File: src/rtl/fastirq_pkg.sv
package fastirq_pkg;

   localparam int          LVL_W   = 3;
   localparam logic [2:0]  LVL_TOP = 3'd7;
   localparam int          RADDR_W = 2;
   localparam logic [1:0]  RA_CFG  = 2'd0;
   localparam logic [1:0]  RA_VEC  = 2'd1;

   typedef enum logic [1:0] {
      FQ_IDLE    = 2'd0,
      FQ_ENTER   = 2'd1,
      FQ_ROUTINE = 2'd2,
      FQ_RETURN  = 2'd3
   } fq_state_e;

endpackage

File: src/rtl/fastirq_regs.sv
module fastirq_regs
   import fastirq_pkg::*;
#(
   parameter int PC_W      = 24,
   parameter int CFG_W     = 8,
   parameter int FAST_BIT  = 3,
   parameter int VEC_ALIGN = 0
) (
   input  logic               clk,
   input  logic               rst_n,
   input  logic               wr_en,
   input  logic [RADDR_W-1:0] wr_addr,
   input  logic [PC_W-1:0]    wr_data,
   output logic [CFG_W-1:0]   cfg_q,
   output logic [PC_W-1:0]    vec_q,
   output logic               fast_on
);

   logic cfg_we;
   logic vec_we;

   assign cfg_we  = wr_en && (wr_addr == RA_CFG);
   assign vec_we  = wr_en && (wr_addr == RA_VEC);
   assign fast_on = cfg_q[FAST_BIT];

   always_ff @(posedge clk or negedge rst_n) begin
      if (!rst_n) begin
         cfg_q <= '0;
      end else if (cfg_we) begin
         cfg_q <= wr_data[CFG_W-1:0];
      end
   end

   generate
      if (VEC_ALIGN == 0) begin : g_vec_full
         always_ff @(posedge clk or negedge rst_n) begin
            if (!rst_n) begin
               vec_q <= '0;
            end else if (vec_we) begin
               vec_q <= wr_data;
            end
         end
      end else begin : g_vec_aligned
         logic [PC_W-1:VEC_ALIGN] vec_hi;
         always_ff @(posedge clk or negedge rst_n) begin
            if (!rst_n) begin
               vec_hi <= '0;
            end else if (vec_we) begin
               vec_hi <= wr_data[PC_W-1:VEC_ALIGN];
            end
         end
         assign vec_q = {vec_hi, {VEC_ALIGN{1'b0}}};
      end
   endgenerate

   AST_CFG_HOLD: assert property (@(posedge clk) disable iff (!rst_n)
      !cfg_we |=> $stable(cfg_q));

endmodule

File: src/rtl/fastirq_route.sv
module fastirq_route
   import fastirq_pkg::*;
#(
   parameter int N_SRC = 8
) (
   input  logic [N_SRC-1:0]       src_req,
   input  logic [N_SRC-1:0]       src_en,
   input  logic [LVL_W*N_SRC-1:0] src_lvl,
   input  logic                   fast_on,
   output logic [N_SRC-1:0]       norm_req,
   output logic [N_SRC-1:0]       fast_sel,
   output logic                   fast_hit,
   output logic                   cfg_err
);

   localparam int CNT_W = $clog2(N_SRC + 1);

   logic [N_SRC-1:0] is_top;
   logic [CNT_W-1:0] n_top;
   logic             unique_top;

   genvar gi;
   generate
      for (gi = 0; gi < N_SRC; gi++) begin : g_src
         assign is_top[gi] = src_en[gi] && (src_lvl[LVL_W*gi +: LVL_W] == LVL_TOP);
      end
   endgenerate

   always_comb begin
      n_top = '0;
      for (int i = 0; i < N_SRC; i++) begin
         n_top = n_top + CNT_W'(is_top[i]);
      end
   end

   assign unique_top = fast_on && (n_top == CNT_W'(1));
   assign cfg_err    = fast_on && (n_top > CNT_W'(1));
   assign fast_sel   = unique_top ? is_top : '0;
   assign fast_hit   = |(fast_sel & src_req);
   assign norm_req   = src_req & src_en & ~fast_sel;

endmodule

File: src/rtl/fastirq_fsm.sv
module fastirq_fsm
   import fastirq_pkg::*;
#(
   parameter int N_SRC   = 8,
   parameter int PC_W    = 24,
   parameter int FLG_W   = 16,
   parameter int ENT_CYC = 5,
   parameter int RET_CYC = 3
) (
   input  logic             clk,
   input  logic             rst_n,
   input  logic             fast_hit,
   input  logic [N_SRC-1:0] fast_sel,
   input  logic             fret,
   input  logic [PC_W-1:0]  cpu_pc,
   input  logic [FLG_W-1:0] cpu_flg,
   input  logic [PC_W-1:0]  vec_q,
   output logic             busy,
   output logic [N_SRC-1:0] fast_ack,
   output logic             pc_load,
   output logic [PC_W-1:0]  pc_tgt,
   output logic             flg_load,
   output logic [FLG_W-1:0] flg_tgt
);

   localparam int MAX_CYC = (ENT_CYC > RET_CYC) ? ENT_CYC : RET_CYC;
   localparam int CNT_W   = $clog2(MAX_CYC + 1);
   localparam logic [CNT_W-1:0] ENT_LAST = CNT_W'(ENT_CYC - 1);
   localparam logic [CNT_W-1:0] RET_LAST = CNT_W'(RET_CYC - 1);
   localparam int LEN_W   = CNT_W + 1;

   fq_state_e        state;
   logic [CNT_W-1:0] cnt;
   logic [PC_W-1:0]  save_pc;
   logic [FLG_W-1:0] save_flg;
   logic [N_SRC-1:0] ack_src;
   logic             accept;
   logic             ent_last;
   logic             ret_last;

   assign accept   = (state == FQ_IDLE) && fast_hit;
   assign ent_last = (state == FQ_ENTER)  && (cnt == ENT_LAST);
   assign ret_last = (state == FQ_RETURN) && (cnt == RET_LAST);

   always_ff @(posedge clk or negedge rst_n) begin
      if (!rst_n) begin
         state    <= FQ_IDLE;
         cnt      <= '0;
         save_pc  <= '0;
         save_flg <= '0;
         ack_src  <= '0;
      end else begin
         case (state)
            FQ_IDLE: begin
               if (accept) begin
                  state    <= FQ_ENTER;
                  cnt      <= '0;
                  save_pc  <= cpu_pc;
                  save_flg <= cpu_flg;
                  ack_src  <= fast_sel;
               end
            end
            FQ_ENTER: begin
               if (ent_last) begin
                  state <= FQ_ROUTINE;
                  cnt   <= '0;
               end else begin
                  cnt <= cnt + 1'b1;
               end
            end
            FQ_ROUTINE: begin
               if (fret) begin
                  state <= FQ_RETURN;
                  cnt   <= '0;
               end
            end
            FQ_RETURN: begin
               if (ret_last) begin
                  state <= FQ_IDLE;
                  cnt   <= '0;
               end else begin
                  cnt <= cnt + 1'b1;
               end
            end
            default: begin
               state <= FQ_IDLE;
               cnt   <= '0;
            end
         endcase
      end
   end

   always_comb begin
      busy     = (state != FQ_IDLE);
      fast_ack = ((state == FQ_ENTER) && (cnt == '0)) ? ack_src : '0;
      pc_load  = ent_last || ret_last;
      flg_load = ret_last;
      pc_tgt   = '0;
      flg_tgt  = '0;
      if (ent_last) begin
         pc_tgt = vec_q;
      end else if (ret_last) begin
         pc_tgt  = save_pc;
         flg_tgt = save_flg;
      end
   end

   // assertion aid: cycles since busy rose, saturating
   logic [LEN_W-1:0] busy_len;
   always_ff @(posedge clk or negedge rst_n) begin
      if (!rst_n) begin
         busy_len <= '0;
      end else if (!busy) begin
         busy_len <= '0;
      end else if (busy_len != {LEN_W{1'b1}}) begin
         busy_len <= busy_len + 1'b1;
      end
   end

   AST_ENTRY_LEN: assert property (@(posedge clk) disable iff (!rst_n)
      (pc_load && !flg_load) |-> (busy_len == LEN_W'(ENT_CYC - 1)));
   AST_SAVE_CAPTURE: assert property (@(posedge clk) disable iff (!rst_n)
      (!busy && fast_hit) |=> (save_pc == $past(cpu_pc)) && (save_flg == $past(cpu_flg)));
   AST_ACK_ON_START: assert property (@(posedge clk) disable iff (!rst_n)
      $rose(busy) |-> ($countones(fast_ack) == 1));
   AST_ACK_ONEHOT: assert property (@(posedge clk) disable iff (!rst_n)
      $onehot0(fast_ack));
   AST_RET_BOTH: assert property (@(posedge clk) disable iff (!rst_n)
      flg_load |-> pc_load);
   AST_RET_ENDS: assert property (@(posedge clk) disable iff (!rst_n)
      flg_load |=> !busy);
   AST_NO_REENTRY: assert property (@(posedge clk) disable iff (!rst_n)
      (busy && $past(busy)) |-> (fast_ack == '0));

endmodule

File: src/rtl/fastirq_seq.sv
module fastirq_seq
   import fastirq_pkg::*;
#(
   parameter int N_SRC     = 8,
   parameter int PC_W      = 24,
   parameter int FLG_W     = 16,
   parameter int CFG_W     = 8,
   parameter int FAST_BIT  = 3,
   parameter int ENT_CYC   = 5,
   parameter int RET_CYC   = 3,
   parameter int VEC_ALIGN = 0
) (
   input  logic                   clk,
   input  logic                   rst_n,
   input  logic                   wr_en,
   input  logic [1:0]             wr_addr,
   input  logic [PC_W-1:0]        wr_data,
   input  logic [N_SRC-1:0]       src_req,
   input  logic [N_SRC-1:0]       src_en,
   input  logic [3*N_SRC-1:0]     src_lvl,
   input  logic [PC_W-1:0]        cpu_pc,
   input  logic [FLG_W-1:0]       cpu_flg,
   input  logic                   fret,
   output logic [N_SRC-1:0]       norm_req,
   output logic                   cfg_err,
   output logic                   dma2_dis,
   output logic                   busy,
   output logic [N_SRC-1:0]       fast_ack,
   output logic                   pc_load,
   output logic [PC_W-1:0]        pc_tgt,
   output logic                   flg_load,
   output logic [FLG_W-1:0]       flg_tgt
);

   generate
      if (N_SRC < 2)              begin : g_bad_nsrc  $error("N_SRC must be at least 2");            end
      if (CFG_W > PC_W)           begin : g_bad_cfgw  $error("CFG_W must not exceed PC_W");          end
      if (FAST_BIT >= CFG_W)      begin : g_bad_bit   $error("FAST_BIT must lie inside CFG_W");      end
      if (ENT_CYC < 1)            begin : g_bad_ent   $error("ENT_CYC must be at least 1");          end
      if (RET_CYC < 1)            begin : g_bad_ret   $error("RET_CYC must be at least 1");          end
      if (VEC_ALIGN >= PC_W)      begin : g_bad_align $error("VEC_ALIGN must be below PC_W");        end
   endgenerate

   logic [CFG_W-1:0] cfg_q;
   logic [PC_W-1:0]  vec_q;
   logic             fast_on;
   logic [N_SRC-1:0] fast_sel;
   logic             fast_hit;

   fastirq_regs #(
      .PC_W      (PC_W),
      .CFG_W     (CFG_W),
      .FAST_BIT  (FAST_BIT),
      .VEC_ALIGN (VEC_ALIGN)
   ) u_regs (
      .clk     (clk),
      .rst_n   (rst_n),
      .wr_en   (wr_en),
      .wr_addr (wr_addr),
      .wr_data (wr_data),
      .cfg_q   (cfg_q),
      .vec_q   (vec_q),
      .fast_on (fast_on)
   );

   fastirq_route #(
      .N_SRC (N_SRC)
   ) u_route (
      .src_req  (src_req),
      .src_en   (src_en),
      .src_lvl  (src_lvl),
      .fast_on  (fast_on),
      .norm_req (norm_req),
      .fast_sel (fast_sel),
      .fast_hit (fast_hit),
      .cfg_err  (cfg_err)
   );

   fastirq_fsm #(
      .N_SRC   (N_SRC),
      .PC_W    (PC_W),
      .FLG_W   (FLG_W),
      .ENT_CYC (ENT_CYC),
      .RET_CYC (RET_CYC)
   ) u_fsm (
      .clk      (clk),
      .rst_n    (rst_n),
      .fast_hit (fast_hit),
      .fast_sel (fast_sel),
      .fret     (fret),
      .cpu_pc   (cpu_pc),
      .cpu_flg  (cpu_flg),
      .vec_q    (vec_q),
      .busy     (busy),
      .fast_ack (fast_ack),
      .pc_load  (pc_load),
      .pc_tgt   (pc_tgt),
      .flg_load (flg_load),
      .flg_tgt  (flg_tgt)
   );

   assign dma2_dis = fast_on;

   AST_ERR_NO_ENTRY: assert property (@(posedge clk) disable iff (!rst_n)
      (cfg_err && !busy) |=> !busy);
   AST_PENDING_HIDDEN: assert property (@(posedge clk) disable iff (!rst_n)
      (busy && !cfg_err) |-> ((norm_req & fast_sel) == '0));

   logic unused_cfg;
   assign unused_cfg = ^cfg_q;

endmodule

File: config.mk
export PLATFORM = sky130hd
export DESIGN_NAME = fastirq_seq
export DESIGN_NICKNAME = d
export VERILOG_FILES = /design/src/rtl/fastirq_pkg.sv /design/src/rtl/fastirq_regs.sv /design/src/rtl/fastirq_route.sv /design/src/rtl/fastirq_fsm.sv /design/src/rtl/fastirq_seq.sv
export SDC_FILE = /design/constraint.sdc
export NUM_CORES = 1
export LEC_CHECK = 0
export CORE_MARGIN = 1
export CORE_UTILIZATION = 40
export CTS_CLUSTER_SIZE = 8
export DETAILED_ROUTE_END_ITERATION = 10
export PLACE_DENSITY = 0.77
export RECOVER_POWER = 50
export SETUP_SLACK_MARGIN = 0.05
export SYNTH_ARGS = -nofsm -noshare
export SYNTH_HDL_FRONTEND = slang
export SYNTH_SLANG_ARGS = --single-unit
File: constraint.sdc
create_clock -name clk -period 6.6 [get_ports clk]
set_clock_uncertainty 0.15 [all_clocks]
set_input_delay 0.99 -clock clk [delete_from_list [all_inputs] [get_ports clk]]
set_output_delay 0.99 -clock clk [all_outputs]
set_load 0.02 [all_outputs]
# Yosys cells after proc, flatten, opt, wreduce, memory -nomap -nowiden
# Index checks and enable logic that the tools add are counted.
[totals]
wordCells = 80
in_bits = 110
regBits = 81
out_inout_bits = 61
[classes]
n_eq_ne = 19
n_reduce_logical = 25
bitwise = 4
addsub = 8
n_lt_le_gt_ge = 1
muxes = 16
[ops]
columns = ["op", "n"]
rows = [
  ["24-bit 2-to-1 mux", 2],
  ["16-bit 2-to-1 mux", 2],
  ["3-bit equality test, second input constant", 9],
  ["4-bit by 1-bit adder with 4-bit output", 6],
  ["8-bit bitwise AND", 3],
  ["1-bit logical AND", 16],
  ["8-bit 2-to-1 mux", 2],
  ["3-bit 2-to-1 mux", 4],
  ["3-bit one-hot mux with 4 select lines", 1],
  ["2-bit 2-to-1 mux", 4],
  ["8-bit NOT", 1],
  ["2-bit one-hot mux with 4 select lines", 1],
  ["8-bit OR reduction", 1],
  ["2-bit by 1-bit inequality test with 1-bit output, second input constant", 3],
  ["2-bit by 1-bit equality test with 1-bit output, second input constant", 2],
  ["2-bit equality test, second input constant", 2],
  ["4-bit by 1-bit equality test with 1-bit output, second input constant", 1],
  ["4-bit by 1-bit > comparator with 1-bit output, second input constant", 1],
  ["2-bit logical NOT", 2],
  ["2-bit AND reduction", 2],
  ["4-bit AND reduction", 1],
  ["3-bit by 1-bit adder with 3-bit output, second input constant", 1],
  ["3-bit by 2-bit equality test with 1-bit output, second input constant", 1],
  ["3-bit logical NOT", 1],
  ["4 further kinds", 4],
]

# Logic depth before layout (Yosys ltp)
[logic_depth]
depth_word = 17
depth_mapped = 16
mapped_depth_nobuf = 14

# Modules after synthesis
# From an unflattened synthesis, not the netlist that was laid out.
[unflattened]
hier_cells = 387
hier_area_um2 = 4576.9
[by_module_without_submodules]
columns = ["mod", "area_per_inst_um2", "n_inst", "seq_area_each_um2", "cells_per_inst"]
rows = [
  ["fastirq_fsm", 2865.2, 1, 1326.3, 258],
  ["fastirq_regs", 1236.2, 1, 800.8, 69],
  ["fastirq_route", 475.5, 1, 0.0, 60],
]

# Worst setup path before layout
# Ideal clock, no wire load.
[synth_path]
path_kind = "input to output"
from = "in src_en[0]"
to = "out norm_req[0]"
setup_slack_ns = 1.082
n_path_buf = 1
stages = 12
arrival_ns = 4.378
cell_sequence = "and4_1 -> ha_1 -> inv_1 -> fa_1 -> fa_1 -> fa_1 -> fa_1 -> nor2b_1 -> a31o_1 -> and4b_1 -> buf_4 -> a21oi_1"
[synth_between]
elab_chain_cells = 13
[synth_lines]
columns = ["element", "line_no", "text"]
rows = [
  ["from (decl)", "fastirq_seq.sv:19", "input logic [N_SRC-1:0] src_en,"],
  ["1-bit logical AND", "fastirq_route.sv:25", "assign is_top[gi] = src_en[gi] && (src_lvl[LVL_W*gi +: LVL_W] == LVL_TOP);"],
  ["1-bit by 1-bit adder with 2-bit output", "fastirq_route.sv:32", "n_top = n_top + CNT_W'(is_top[i]);"],
  ["4-bit by 1-bit adder with 4-bit output (6 in a row)", "fastirq_route.sv:32", ""],
  ["4-bit by 1-bit equality test with 1-bit output", "fastirq_route.sv:36", "assign unique_top = fast_on && (n_top == CNT_W'(1));"],
  ["1-bit logical AND", "fastirq_route.sv:36", ""],
  ["8-bit 2-to-1 mux", "fastirq_route.sv:38", "assign fast_sel = unique_top ? is_top : '0;"],
  ["8-bit NOT", "fastirq_route.sv:40", "assign norm_req = src_req & src_en & ~fast_sel;"],
  ["8-bit bitwise AND *", "fastirq_route.sv:40", ""],
  ["to (decl)", "fastirq_seq.sv:24", "output logic [N_SRC-1:0] norm_req,"],
]
# Mark *: on every way between the ends. The rest lies on a longest branch, timed or not.

# Worst setup path after layout
[layout_path]
from = "in src_en[1]"
to = "out cfg_err"
[layout_between]
elab_chain_cells = 10
[layout_lines]
columns = ["element", "line_no", "text"]
rows = [
  ["1-bit logical AND", "fastirq_route.sv:25", ""],
  ["1-bit by 1-bit adder with 2-bit output", "fastirq_route.sv:32", ""],
  ["4-bit by 1-bit adder with 4-bit output (6 in a row)", "fastirq_route.sv:32", ""],
  ["4-bit by 1-bit > comparator with 1-bit output", "fastirq_route.sv:37", "assign cfg_err = fast_on && (n_top > CNT_W'(1));"],
  ["1-bit logical AND", "fastirq_route.sv:37", ""],
  ["to (decl)", "fastirq_seq.sv:25", "output logic cfg_err,"],
]
# No other way between the ends.

==> impl_metrics.toml <==
[placement]
dp_slack_ns = 0.0341
dpl.hpwl_um = 7150
port_buffers = 170
placedCellCount = 606
dpl_cell_area_um2 = 5730
gp_congestion = 0.825

[grt]
grt_first_pass_wirelength_um = 15300
grt_overflow = 0
grt_pass1_vias = 3237
antenna_found_initial = 0
grt_max_degree = 79
gr-usage-all-layers = 0.198

[logic_synthesis]
syn_area_per_cell_um2 = 12.3
yosys.area.top_type_share = 0.498
synth_seq_cells = 78
synth.distinct_cells = 35
yosys.area.top_type = "dfrtp_1"
synth_ff_type = "dfrtp_1"
syn-num-nets = 444
synthCells = 319
ys_async_sr_fraction = 1.00
ys_seq_area_frac = 0.498
yosysWarnings = 0
ys_top_cells_by_area = "dfrtp_1 50%, mux2_1 11%, mux2_2 8.9%, a22o_1 5.4%, and2_1 3.8%"
synth_edf_count = 0
synth_area_um2 = 3920

[power]
power.share.sequential = 0.478
p_total_mw = 1.53
netSwitchingFraction = 0.295
leakage_nw = 2.72
p_comb_frac = 0.296
clockPowerShare = 0.226
p_int_mw = 1.08
power_density_nw_per_um2 = 258
ir_worst_vdd_mv = 0.125
net-switching-power_uw = 451

[sta]
hold_viol_final = 0
rsz0062_at_grt = "no"
drv_slew = 122
hold-worst-slack_ns = 0.326
fmax_ghz = 0.159
min_period_over_period = 0.956
worst_slack_ns = 0.292
worst_pin_slew_ns = 4.11
slew_headroom = -1.74
setup_viol = 0
min_period_ns = 6.31
tns_ns = 0

[critical_path]
arrival_ns = 5.17
crit_top_cell = "fa_1"
slowest_stage = "clkdlybuf4s50_1"
worstReg2RegStart = "u_fsm.state[1]"
end_kind = "output port"
crit_type = "in2out"
critPathLaunchType = "primary input"
path_max_fanout = 4
required_ns = 5.46
r2r.worst_path.cells = 5
reg2reg_slack_ns = 4.46
slowest_delay_ns = 0.67
reg2reg_to = "u_fsm.save_flg[11]"
cp_cell_sequence = "clkdlybuf4s50_1 -> and4_1 -> ha_1 -> inv_1 -> fa_1 -> fa_1 -> fa_1 -> fa_1 -> nor2b_1 -> a31o_1 -> a21boi_0 -> clkdlybuf4s50_1"

[cts]
htree_levels = 3
cts_buffers = 9
cts_sinks = 78
holdBufCountCts = 0
cts_root_buffer = "clkbuf_8"
clkLatencyLatePin_ns = 0.34
clk_pin_slew_ns = 0.07
cts_tree = "done"
cts_resized = 1
cts_setup_buffers = 0
cts_max_path_buffers = 2

[die]
io_pins = 171
core_area_um2 = 9370
start_util = 0.418
die_w_um = 101
die_h_um = 101
die-area_um2 = 10200
fp-row-count = 35

[final_layout]
nNetsFinal = 613
nFillCells = 775
area_delta_synth_final_pct = 51.1
final_cell_area_um2 = 5920
fin_cells = 620
utilization = 0.632
drive_gt1_frac = 0.106
antenna_cells = 0

[routing]
vias = 3090
avgRoutedWirePerCell_um = 15.5
viasPerCell = 4.98
wl_um = 9590
drcViolationCount = 0
antenna_left = 0
drt_iter0_markers = 56
dr.pass1.iters = 4

[worst_hold_path]
holdCritStartpoint = "u_fsm.ack_src[6]"
min_delay_path_depth = 2
hold_class = "reg2reg"
holdPathEnd = "u_fsm.ack_src[6]"

[status]
outcome = "finished, violations left"
violations = "capacitance limit, slew limit"

[job]
maxCapViolCount = 3
cell usage in the layout (no fill, tap or decap), types with 2 or more instances in the layout:
cell / synthesis / routed
nor3_1: 2 / 2
inv_1: 18 / 18
fa_1: 4 / 4
nor3b_1: 2 / 2
dfrtp_1: 78 / 78
a21oi_1: 12 / 12
nor2b_1: 2 / 2
a22o_1: 24 / 24
clkdlybuf4s50_1: 0 / 156
o21ai_0: 6 / 6
and2_1: 24 / 24
dlygate4sd3_1: 0 / 5
a22oi_1: 4 / 4
and4_1: 8 / 8
nor2_1: 6 / 5
mux2_2: 31 / 31
nand2_1: 19 / 19
dlymetal6s2s_1: 0 / 8
clkbuf_8: 0 / 10
ha_1: 11 / 11
clkbuf_1: 9 / 3
clkinv_2: 0 / 2
mux2_1: 38 / 38
a211oi_1: 2 / 2
power by group through the flow:
stage	clock, mW	sequential, mW	combinational (mW)
after CTS	0.356	0.730	0.464
after global placement	0	0.728	0.441
after floorplan	0	0.714	0.291
after global routing	0.378	0.753	0.499
final	0.345	0.730	0.453
after detailed placement	0	0.740	0.460
area by class of cell:
type	count	area, um^2	share of cell area
sequential	78	1950	0.329
multi-input combinational	208	1810	0.306
timing repair buffer	173	1740	0.294
tap	129	161	0.0272
clock buffer	10	138	0.0232
inverter	18	67.6	0.0114
clock inverter	4	48.8	0.00824
Yosys cell counts, drive strengths merged (4+ instances only):
master / count
a21oi: 13
a22o: 24
a22oi: 4
and2: 24
and4: 8
buf: 6
clkbuf: 9
dfrtp: 78
fa: 4
ha: 11
inv: 18
mux2: 69
nand2: 19
nor2: 6
o21ai: 7
layer usage:
metal / vias to the layer above / wire (um) / part of all wire / track usage
li1: 1466 / - / - / -
met1: 1489 / 3910 / 0.41 / 0.228
met2: 127 / 4800 / 0.50 / 0.352
met3: 8 / 783 / 0.082 / 0.0680
met4: 0 / 93 / 0.0097 / 0.0513
met5: - / 0 / 0 / 0
state kept, by name, indices dropped and copies added (netlist names):
register	cells
u_regs.cfg_q	1
u_fsm.state	2
u_fsm.save_flg	16
u_regs.vec_q	24
u_fsm.save_pc	24
u_fsm.ack_src	8
u_fsm.cnt	3
worst max path at each step:
stage / from / endpoint / slack [ns] / depth (start not counted)
3_3_place_gp: src_en[0] / norm_req[1] / 0.08 / 13
2_1_floorplan: src_en[0] / norm_req[0] / 1.08 / 12
6_report: src_en[1] / cfg_err / 0.29 / 12
4_1_cts: src_en[0] / norm_req[1] / 0.08 / 13
5_1_grt: src_en[1] / cfg_err / 0.10 / 12
3_5_place_dp: src_en[0] / norm_req[0] / 0.03 / 13
cells by family (layout without fill, tap and decap cells):
logic type	count (synthesis)	in the layout	synth area share
AO/OA/AOI/OAI	55	55	0.107
AND/OR/NAND/NOR	68	68	0.0989
multiplexers	70	70	0.201
flip-flops	78	78	0.498
adder cells (fa/ha/maj)	15	15	0.0555
buffers and inverters	33	205	0.0405
worst max-delay path: cells and delay by family:
kind | cells | cell delay [ns]
AO/OA/AOI/OAI | 2 | 0.49
buffers and inverters | 3 | 1.14
AND/OR/NAND/NOR | 2 | 0.39
adder cells (fa/ha/maj) | 5 | 2.15
(Power assumes the default switching activity.)
